## src/rtl/packer_pkg.sv

```systemverilog
package packer_pkg;

  localparam int FLAG_W   = 5;
  localparam int FLAG_TXR = 0;
  localparam int FLAG_RXR = 1;
  localparam int FLAG_SBD = 2;
  localparam int FLAG_OVR = 3;
  localparam int FLAG_UDF = 4;

  typedef struct packed {
    logic txHalf;
    logic txByte;
    logic rxClear;
    logic rxDrop2;
    logic rxPut;
  } packer_strobe_t;

endpackage

```

## src/rtl/packer_ctrl.sv

```systemverilog
module packer_ctrl
  import packer_pkg::*;
#(
  parameter int DEPTH = 4,
  parameter int LEN_W = $clog2(DEPTH + 1)
) (
  input  logic                  clk,
  input  logic                  rst_n,
  input  logic                  hostWrHalf,
  input  logic                  hostWrByte,
  input  logic                  hostRd,
  input  logic                  engTxTake,
  input  logic                  engRxValid,
  input  logic [FLAG_W-1:0]     flagClear,
  output packer_strobe_t        strobe,
  output logic [LEN_W-1:0]      rxPutPos,
  output logic [LEN_W-1:0]      txLen,
  output logic [LEN_W-1:0]      rxLen,
  output logic [FLAG_W-1:0]     flags
);

  localparam logic [LEN_W-1:0] LIM  = LEN_W'(DEPTH - 2);
  localparam logic [LEN_W-1:0] FULL = LEN_W'(DEPTH);
  localparam logic [LEN_W-1:0] ONE  = LEN_W'(1);
  localparam logic [LEN_W-1:0] TWO  = LEN_W'(2);

  logic [LEN_W-1:0]  txLenQ, txLenD, txMid;
  logic [LEN_W-1:0]  rxLenQ, rxLenD, rxMid;
  logic [FLAG_W-1:0] flagsQ, flagsD;

  always_comb begin
    strobe = '0;
    flagsD = flagsQ & ~flagClear;

    // transmit: engine fetch first, then host write
    txMid = txLenQ;
    if (engTxTake) begin
      if (txLenQ == '0) flagsD[FLAG_UDF] = 1'b1;
      else              txMid = txLenQ - ONE;
      if (txMid <= LIM) flagsD[FLAG_TXR] = 1'b1;
    end
    txLenD = txMid;
    if (txMid <= LIM) begin
      if (hostWrHalf) begin
        strobe.txHalf = 1'b1;
        txLenD = txMid + TWO;
      end else if (hostWrByte) begin
        strobe.txByte = 1'b1;
        txLenD = txMid + ONE;
      end
    end
    if (strobe.txHalf || strobe.txByte) begin
      flagsD[FLAG_UDF] = 1'b0;
      if (txLenD > LIM) flagsD[FLAG_TXR] = 1'b0;
    end

    // receive: host read first, then engine byte
    rxMid = rxLenQ;
    if (hostRd && rxLenQ != '0) begin
      flagsD[FLAG_OVR] = 1'b0;
      if (rxLenQ == ONE) flagsD[FLAG_SBD] = 1'b1;
      if (rxLenQ <= TWO) begin
        strobe.rxClear = 1'b1;
        rxMid = '0;
      end else begin
        strobe.rxDrop2 = 1'b1;
        rxMid = rxLenQ - TWO;
      end
      if (rxMid == '0) flagsD[FLAG_RXR] = 1'b0;
    end
    rxLenD   = rxMid;
    rxPutPos = rxMid;
    if (engRxValid) begin
      if (rxMid < FULL) begin
        strobe.rxPut = 1'b1;
        rxLenD = rxMid + ONE;
        flagsD[FLAG_RXR] = 1'b1;
      end else begin
        flagsD[FLAG_OVR] = 1'b1;
      end
    end
  end

  always_ff @(posedge clk or negedge rst_n) begin
    if (!rst_n) begin
      txLenQ <= '0;
      rxLenQ <= '0;
      flagsQ <= '0;
    end else begin
      txLenQ <= txLenD;
      rxLenQ <= rxLenD;
      flagsQ <= flagsD;
    end
  end

  assign txLen = txLenQ;
  assign rxLen = rxLenQ;
  assign flags = flagsQ;

  // halfword write against a full-enough queue is refused
  a_r2_half_refused: assert property (@(posedge clk) disable iff (!rst_n)
    (hostWrHalf && !engTxTake && txLenQ > LIM) |=> (txLenQ == $past(txLenQ)));

  // lone fetch of a non-empty queue removes exactly one byte
  a_r5_fetch_one: assert property (@(posedge clk) disable iff (!rst_n)
    (engTxTake && !hostWrHalf && !hostWrByte && txLenQ != '0) |=> (txLenQ == $past(txLenQ) - ONE));

  // counts never exceed the depth
  a_r7_len_bound: assert property (@(posedge clk) disable iff (!rst_n)
    (txLenQ <= FULL) && (rxLenQ <= FULL));

  // byte into a full buffer without a read raises overrun and keeps the count
  a_r7_overrun: assert property (@(posedge clk) disable iff (!rst_n)
    (engRxValid && !hostRd && rxLenQ == FULL) |=> (flagsQ[FLAG_OVR] && rxLenQ == FULL));

  // draining a lone byte raises single-byte data and empties the buffer
  a_r9_single: assert property (@(posedge clk) disable iff (!rst_n)
    (hostRd && !engRxValid && rxLenQ == ONE) |=> (flagsQ[FLAG_SBD] && rxLenQ == '0));

  // a non-empty read clears overrun
  a_r10_read_ovr: assert property (@(posedge clk) disable iff (!rst_n)
    (hostRd && rxLenQ != '0) |=> !flagsQ[FLAG_OVR]);

endmodule

```

## src/rtl/packer_data.sv

```systemverilog
module packer_data
  import packer_pkg::*;
#(
  parameter int DEPTH = 4,
  parameter int LEN_W = $clog2(DEPTH + 1)
) (
  input  logic             clk,
  input  logic             rst_n,
  input  packer_strobe_t   strobe,
  input  logic             bigEndian,
  input  logic [15:0]      wrData,
  input  logic [LEN_W-1:0] txLen,
  input  logic [LEN_W-1:0] rxLen,
  input  logic [LEN_W-1:0] rxPutPos,
  input  logic [7:0]       rxByte,
  output logic [7:0]       txByteOut,
  output logic [15:0]      rdData
);

  localparam int BUF_W = DEPTH * 8;

  logic [BUF_W-1:0] txBuf, txNext;
  logic [BUF_W-1:0] rxBuf, rxNext;
  logic [7:0]       firstByte, secondByte;
  logic [7:0]       rdOld, rdNew;

  // earlier-sent byte of a halfword lands above the later one
  assign firstByte  = bigEndian ? wrData[15:8] : wrData[7:0];
  assign secondByte = bigEndian ? wrData[7:0]  : wrData[15:8];

  always_comb begin
    txNext = txBuf;
    if (strobe.txHalf)
      txNext = (txBuf << 16) | BUF_W'({firstByte, secondByte});
    else if (strobe.txByte)
      txNext = (txBuf << 8) | BUF_W'(wrData[7:0]);
  end

  always_comb begin
    rxNext = rxBuf;
    if (strobe.rxClear)      rxNext = '0;
    else if (strobe.rxDrop2) rxNext = rxBuf >> 16;
    if (strobe.rxPut) begin
      for (int k = 0; k < DEPTH; k++)
        if (rxPutPos == LEN_W'(k)) rxNext[k*8 +: 8] = rxByte;
    end
  end

  always_ff @(posedge clk or negedge rst_n) begin
    if (!rst_n) begin
      txBuf <= '0;
      rxBuf <= '0;
    end else begin
      txBuf <= txNext;
      rxBuf <= rxNext;
    end
  end

  // oldest transmit byte sits at the top of the occupied region
  always_comb begin
    txByteOut = '0;
    for (int k = 0; k < DEPTH; k++)
      if (txLen == LEN_W'(k + 1)) txByteOut = txBuf[k*8 +: 8];
  end

  // bytes above the receive count are always zero
  assign rdOld  = rxBuf[7:0];
  assign rdNew  = rxBuf[15:8];
  assign rdData = bigEndian ? {rdOld, rdNew} : {rdNew, rdOld};

  // an empty receive buffer reads as zero
  a_r8_empty_zero: assert property (@(posedge clk) disable iff (!rst_n)
    (rxLen == '0) |-> (rdData == 16'h0000));

  // an empty transmit queue presents zero to the engine
  a_r5_empty_tx: assert property (@(posedge clk) disable iff (!rst_n)
    (txLen == '0) |-> (txByteOut == 8'h00));

  // transmit storage only moves on an accepted host write
  a_r2_tx_hold: assert property (@(posedge clk) disable iff (!rst_n)
    (!strobe.txHalf && !strobe.txByte) |=> $stable(txBuf));

endmodule

```

## src/rtl/byte_order_packer.sv

```systemverilog
module byte_order_packer
  import packer_pkg::*;
#(
  parameter int DEPTH = 4,
  parameter int LEN_W = $clog2(DEPTH + 1)
) (
  input  logic              clk,
  input  logic              rst_n,
  input  logic              bigEndian,
  input  logic              hostWrHalf,
  input  logic              hostWrByte,
  input  logic [15:0]       hostWrData,
  input  logic              hostRd,
  output logic [15:0]       hostRdData,
  input  logic              engTxTake,
  output logic [7:0]        engTxByte,
  input  logic              engRxValid,
  input  logic [7:0]        engRxByte,
  input  logic [FLAG_W-1:0] flagClear,
  output logic [FLAG_W-1:0] flags,
  output logic [LEN_W-1:0]  txLen,
  output logic [LEN_W-1:0]  rxLen
);

  packer_strobe_t   strobe;
  logic [LEN_W-1:0] rxPutPos;

  packer_ctrl #(.DEPTH(DEPTH), .LEN_W(LEN_W)) u_ctrl (
    .clk        (clk),
    .rst_n      (rst_n),
    .hostWrHalf (hostWrHalf),
    .hostWrByte (hostWrByte),
    .hostRd     (hostRd),
    .engTxTake  (engTxTake),
    .engRxValid (engRxValid),
    .flagClear  (flagClear),
    .strobe     (strobe),
    .rxPutPos   (rxPutPos),
    .txLen      (txLen),
    .rxLen      (rxLen),
    .flags      (flags)
  );

  packer_data #(.DEPTH(DEPTH), .LEN_W(LEN_W)) u_data (
    .clk       (clk),
    .rst_n     (rst_n),
    .strobe    (strobe),
    .bigEndian (bigEndian),
    .wrData    (hostWrData),
    .txLen     (txLen),
    .rxLen     (rxLen),
    .rxPutPos  (rxPutPos),
    .rxByte    (engRxByte),
    .txByteOut (engTxByte),
    .rdData    (hostRdData)
  );

endmodule

```

## config.mk

```make
export PLATFORM = sky130hd
export DESIGN_NAME = byte_order_packer
export DESIGN_NICKNAME = d
export VERILOG_FILES = /design/src/rtl/packer_pkg.sv /design/src/rtl/packer_ctrl.sv /design/src/rtl/packer_data.sv /design/src/rtl/byte_order_packer.sv
export SDC_FILE = /design/constraint.sdc
export NUM_CORES = 1
export LEC_CHECK = 0
export ABC_CLOCK_PERIOD_IN_PS = 6100
export BUFFER_PORTS_ARGS = -buffer_cell sky130_fd_sc_hd__buf_2
export CAP_MARGIN = 20
export CELL_PAD_IN_SITES_DETAIL_PLACEMENT = 1
export CELL_PAD_IN_SITES_GLOBAL_PLACEMENT = 1
export CORE_MARGIN = 2
export CORE_UTILIZATION = 35
export CTS_CLUSTER_SIZE = 25
export DETAILED_ROUTE_END_ITERATION = 7
export MAX_ROUTING_LAYER = met4
export PLACE_DENSITY = 0.66
export SYNTH_ARGS = -nofsm -noshare
export SYNTH_HDL_FRONTEND = slang
export SYNTH_SLANG_ARGS = --single-unit
```

## constraint.sdc

```tcl
create_clock -name clk -period 6.1 [get_ports clk]
set_input_delay 0.305 -clock clk [delete_from_list [all_inputs] [get_ports clk]]
set_output_delay 0.305 -clock clk [all_outputs]
set_load 0.01 [all_outputs]
```

==> summary.md <==
| Metric | Value |
|---|---|
| Synth top area share | 44.8% |
| Post-synthesis simple-gate area fraction | ~14% |
| Fin worst setup slack | about 3.0 ns |
| Async set-reset flop share out of synthesis | between 90% and 100% |
| Max-slew violation count | 0 |
| CTS tree | built |
| Worst-skew pair later-pin latency | between 0.3 and 0.4 ns |
| Max cap viols | 0 |
| Actual slew at the worst max-slew pin | around 1 ns |
| Via count | between 3000 and 4000 |
| Global-route wire length before repair | about 18 mm |
| Syn. warnings | 0 |
| Total Power | 2590 uW |
| Root buffer cell | clkbuf_16 |
| Post-cts sizing count | 0 |
| WL final | 11.0 mm |
| Synth area leaders | dfrtp_1 45%, mux2i_1 6.7%, mux2_2 6.4% |
| Most frequent cell after synthesis | dfrtp_1 |
| Total negative slack | 0 ns |
| IO Count | a little over 70 |
| DP HPWL | approximately 7.5 mm |
| Starting Density | 36.2% |
| Clock Tree Buf Depth | 2 |
| Crit end category | register |
| Post-Place Cell Area | 4620 sq um |
| WHS | between 0.1 and 0.15 ns |
| Post-synthesis mux area share | between 10% and 20% |
| Register area share after synthesis | 44.8% |
| Worst r2r path cells | 7 |
| Std cell rows | 39 |
| CP max FO | 24 |
| Top FF cell, synth | dfrtp_1 |
| CTS H-tree depth | 3 |
| Largest net degree at the start of global routing | 76 |
| Adder-cell area share of the yosys netlist | 2.69% |
| Hold Path Class | in -> async |
| Clk pin slew, worst setup/hold paths | 0.06 ns |
| Period utilization | roughly 51% |
| DIE AREA | 12900 sq um |
| Setup CP Type | reg -> reg |
| CTS Buf Count | 9 |
| Fill count | 1342 |
| Worst Path Arrival | between 3 and 4 ns |
| Router iterations before antenna repair | 4 |
| Setup bufs post-CTS | 0 |
| Startpoint types | register |
| Largest family of logic cells by synthesized area | compound AO/OA/AOI/OAI gates |
| Vias in the first global route | roughly 3500 |
| Die Wd | 113 um |
| GRT overflow | 0 |
| Fin area | approximately 4900 sq um |
| Number of synthesized register bits | 75 |
| Final hold vios | 0 |
| Placeable Area | roughly 12000 sq um |
| Synth cell types | 46 |
| RSZ-0062 raised after global routing | no |
| N_diodes | 0 |
| Pre-CTS WS | ~3 ns |
| Top post-synthesis cells by count | 75 x dfrtp_1, 44 x o21ai_0, 41 x nand2_1 |
| Total GRT Usage | a little under a fifth |
| Nets@finish | between 500 and 600 |
| Post-synthesis compound-gate area fraction | about 19% |
| Worst Path Required | 6.28 ns |
| Area Overhead vs Synth | 17.5% |
| Finish-stage setup viols | 0 |
| CTS sink count | between 70 and 80 |
| Leakage | approximately 0.0024 uW |
| Post-CTS Hold Fix Bufs | 0 |
| Status | completed |
| First DRT Iteration DRCs | 137 |
| Synthesized area | 4190 sq um |
| Clock skew | just over 0.007 ns |
| Initial antenna violation count | 0 |
| Number of synthesized flops with an enable pin | 0 |
| Fmax | ~320 MHz |
| Rel. slew slack | approximately 33% |
| DRC Markers | 0 |
| Peak supply drop | 0.000171 V |
| Synth Area per Inst | 9.50 sq um |
| Die height | ~110 um |
| Vias per inst | between 5 and 6 |
| Cells after Synth | around 440 |
| IO buf count | 71 |
| Fin crit period | 3.11 ns |
| DRT antenna net count | 0 |
| Yosys top cell by area | dfrtp_1 |
| Pwr Density | between 500 and 600 nW/um^2 |
| Xor and xnor fraction of the mapped netlist area | less than 1% |
| Gpl congestion | 0.834 |
| Syn nets | 487 |
| DR WL/cell | around 17 um |
| Layout cells sized above 1 | 24.0% |
per-layer routing:
| layer | GRT usage (%) | routed length (um) | vias up |
|---|---|---|---|
| met3 | 3.03 | 273 | 7 |
| met4 | 5.45 | 119 | 0 |
| met5 | - | 0 | - |
| li1 | - | - | 1681 |
| met1 | 22.9 | 5060 | 1731 |
| met2 | 30.8 | 5580 | 46 |
critical path, cell delays in order, from the launching register on:
cell and delay [ns]:
dfrtp_1 0.49, inv_1 0.20, ha_1 0.44, nor2_1 0.14, a311oi_2 0.45, nand3_2 0.71
mux2i_1 0.39, o21ai_0 0.12
cells in the final DEF (no fill, tap or decap), types with 2 or more instances in the layout:
cell and count:
mux2i_1 28, a21oi_1 35, clkinvlp_4 3, mux2_2 24, ha_1 9, o22ai_1 5
nand3_1 20, nand2b_1 3, nor2b_1 6, a31oi_1 2, a22o_1 8, dfrtp_1 75
nor2_1 28, nand2_1 41, and4b_1 2, buf_4 4, a22oi_1 13, a221o_1 8
buf_2 70, nand3b_1 10, a21o_1 2, inv_1 26, o21ai_0 44, clkbuf_16 9
final cells by class:
cell class	instances	area (sq um)	area share (%)
clock buffer	11	243	4.93
clock inverter	5	61.3	1.24
inverter	26	97.6	1.98
multi-input combinational	310	2090	42.4
sequential	75	1880	38.1
tap	143	179	3.63
timing repair buffer	74	380	7.72
cells by family after synthesis:
logic type,count (synthesis)
buffers and inverters,56
muxes,52
AOI/OAI and AO/OA,129
DFF,75
xor gates and xnor gates,2
adders and majority gates,9
and+or+nand+nor,118
through the flow:
stage	util [%]	instances
after global placement	40.0	628
after floorplan	-	441
final	42.6	644
after CTS	42.6	644
after detailed placement	40.0	628
after global routing	42.6	644
registers in the layout, summed over array words and instances (netlist names):
name	count
u_ctrl.rxLen	3
u_ctrl.flags	5
u_data.rxBuf	32
u_ctrl.txLen	3
u_data.txBuf	32
final timing paths:
path,slack (ns),endpoint,start
setup / recovery,2.99,u_data.txBuf[18],u_ctrl.txLen[0]
hold / removal,0.14,u_ctrl.txLen[1],rst_n
setup reg to reg,2.99,u_data.txBuf[18],u_ctrl.txLen[0]
hold reg to reg,0.48,u_data.txBuf[27],u_data.txBuf[27]
max in group asynchronous,5.31,u_data.rxBuf[30],rst_n
min in group clk,0.17,u_ctrl.flags[2],flagClear[2]
power breakdown:
part | internal (uW) | switching [uW]
registers | 702 | 197
logic | 482 | 659
clock network | 330 | 215
total | 1510 | 1070
No activity file was read; power rests on OpenSTA's default activity.
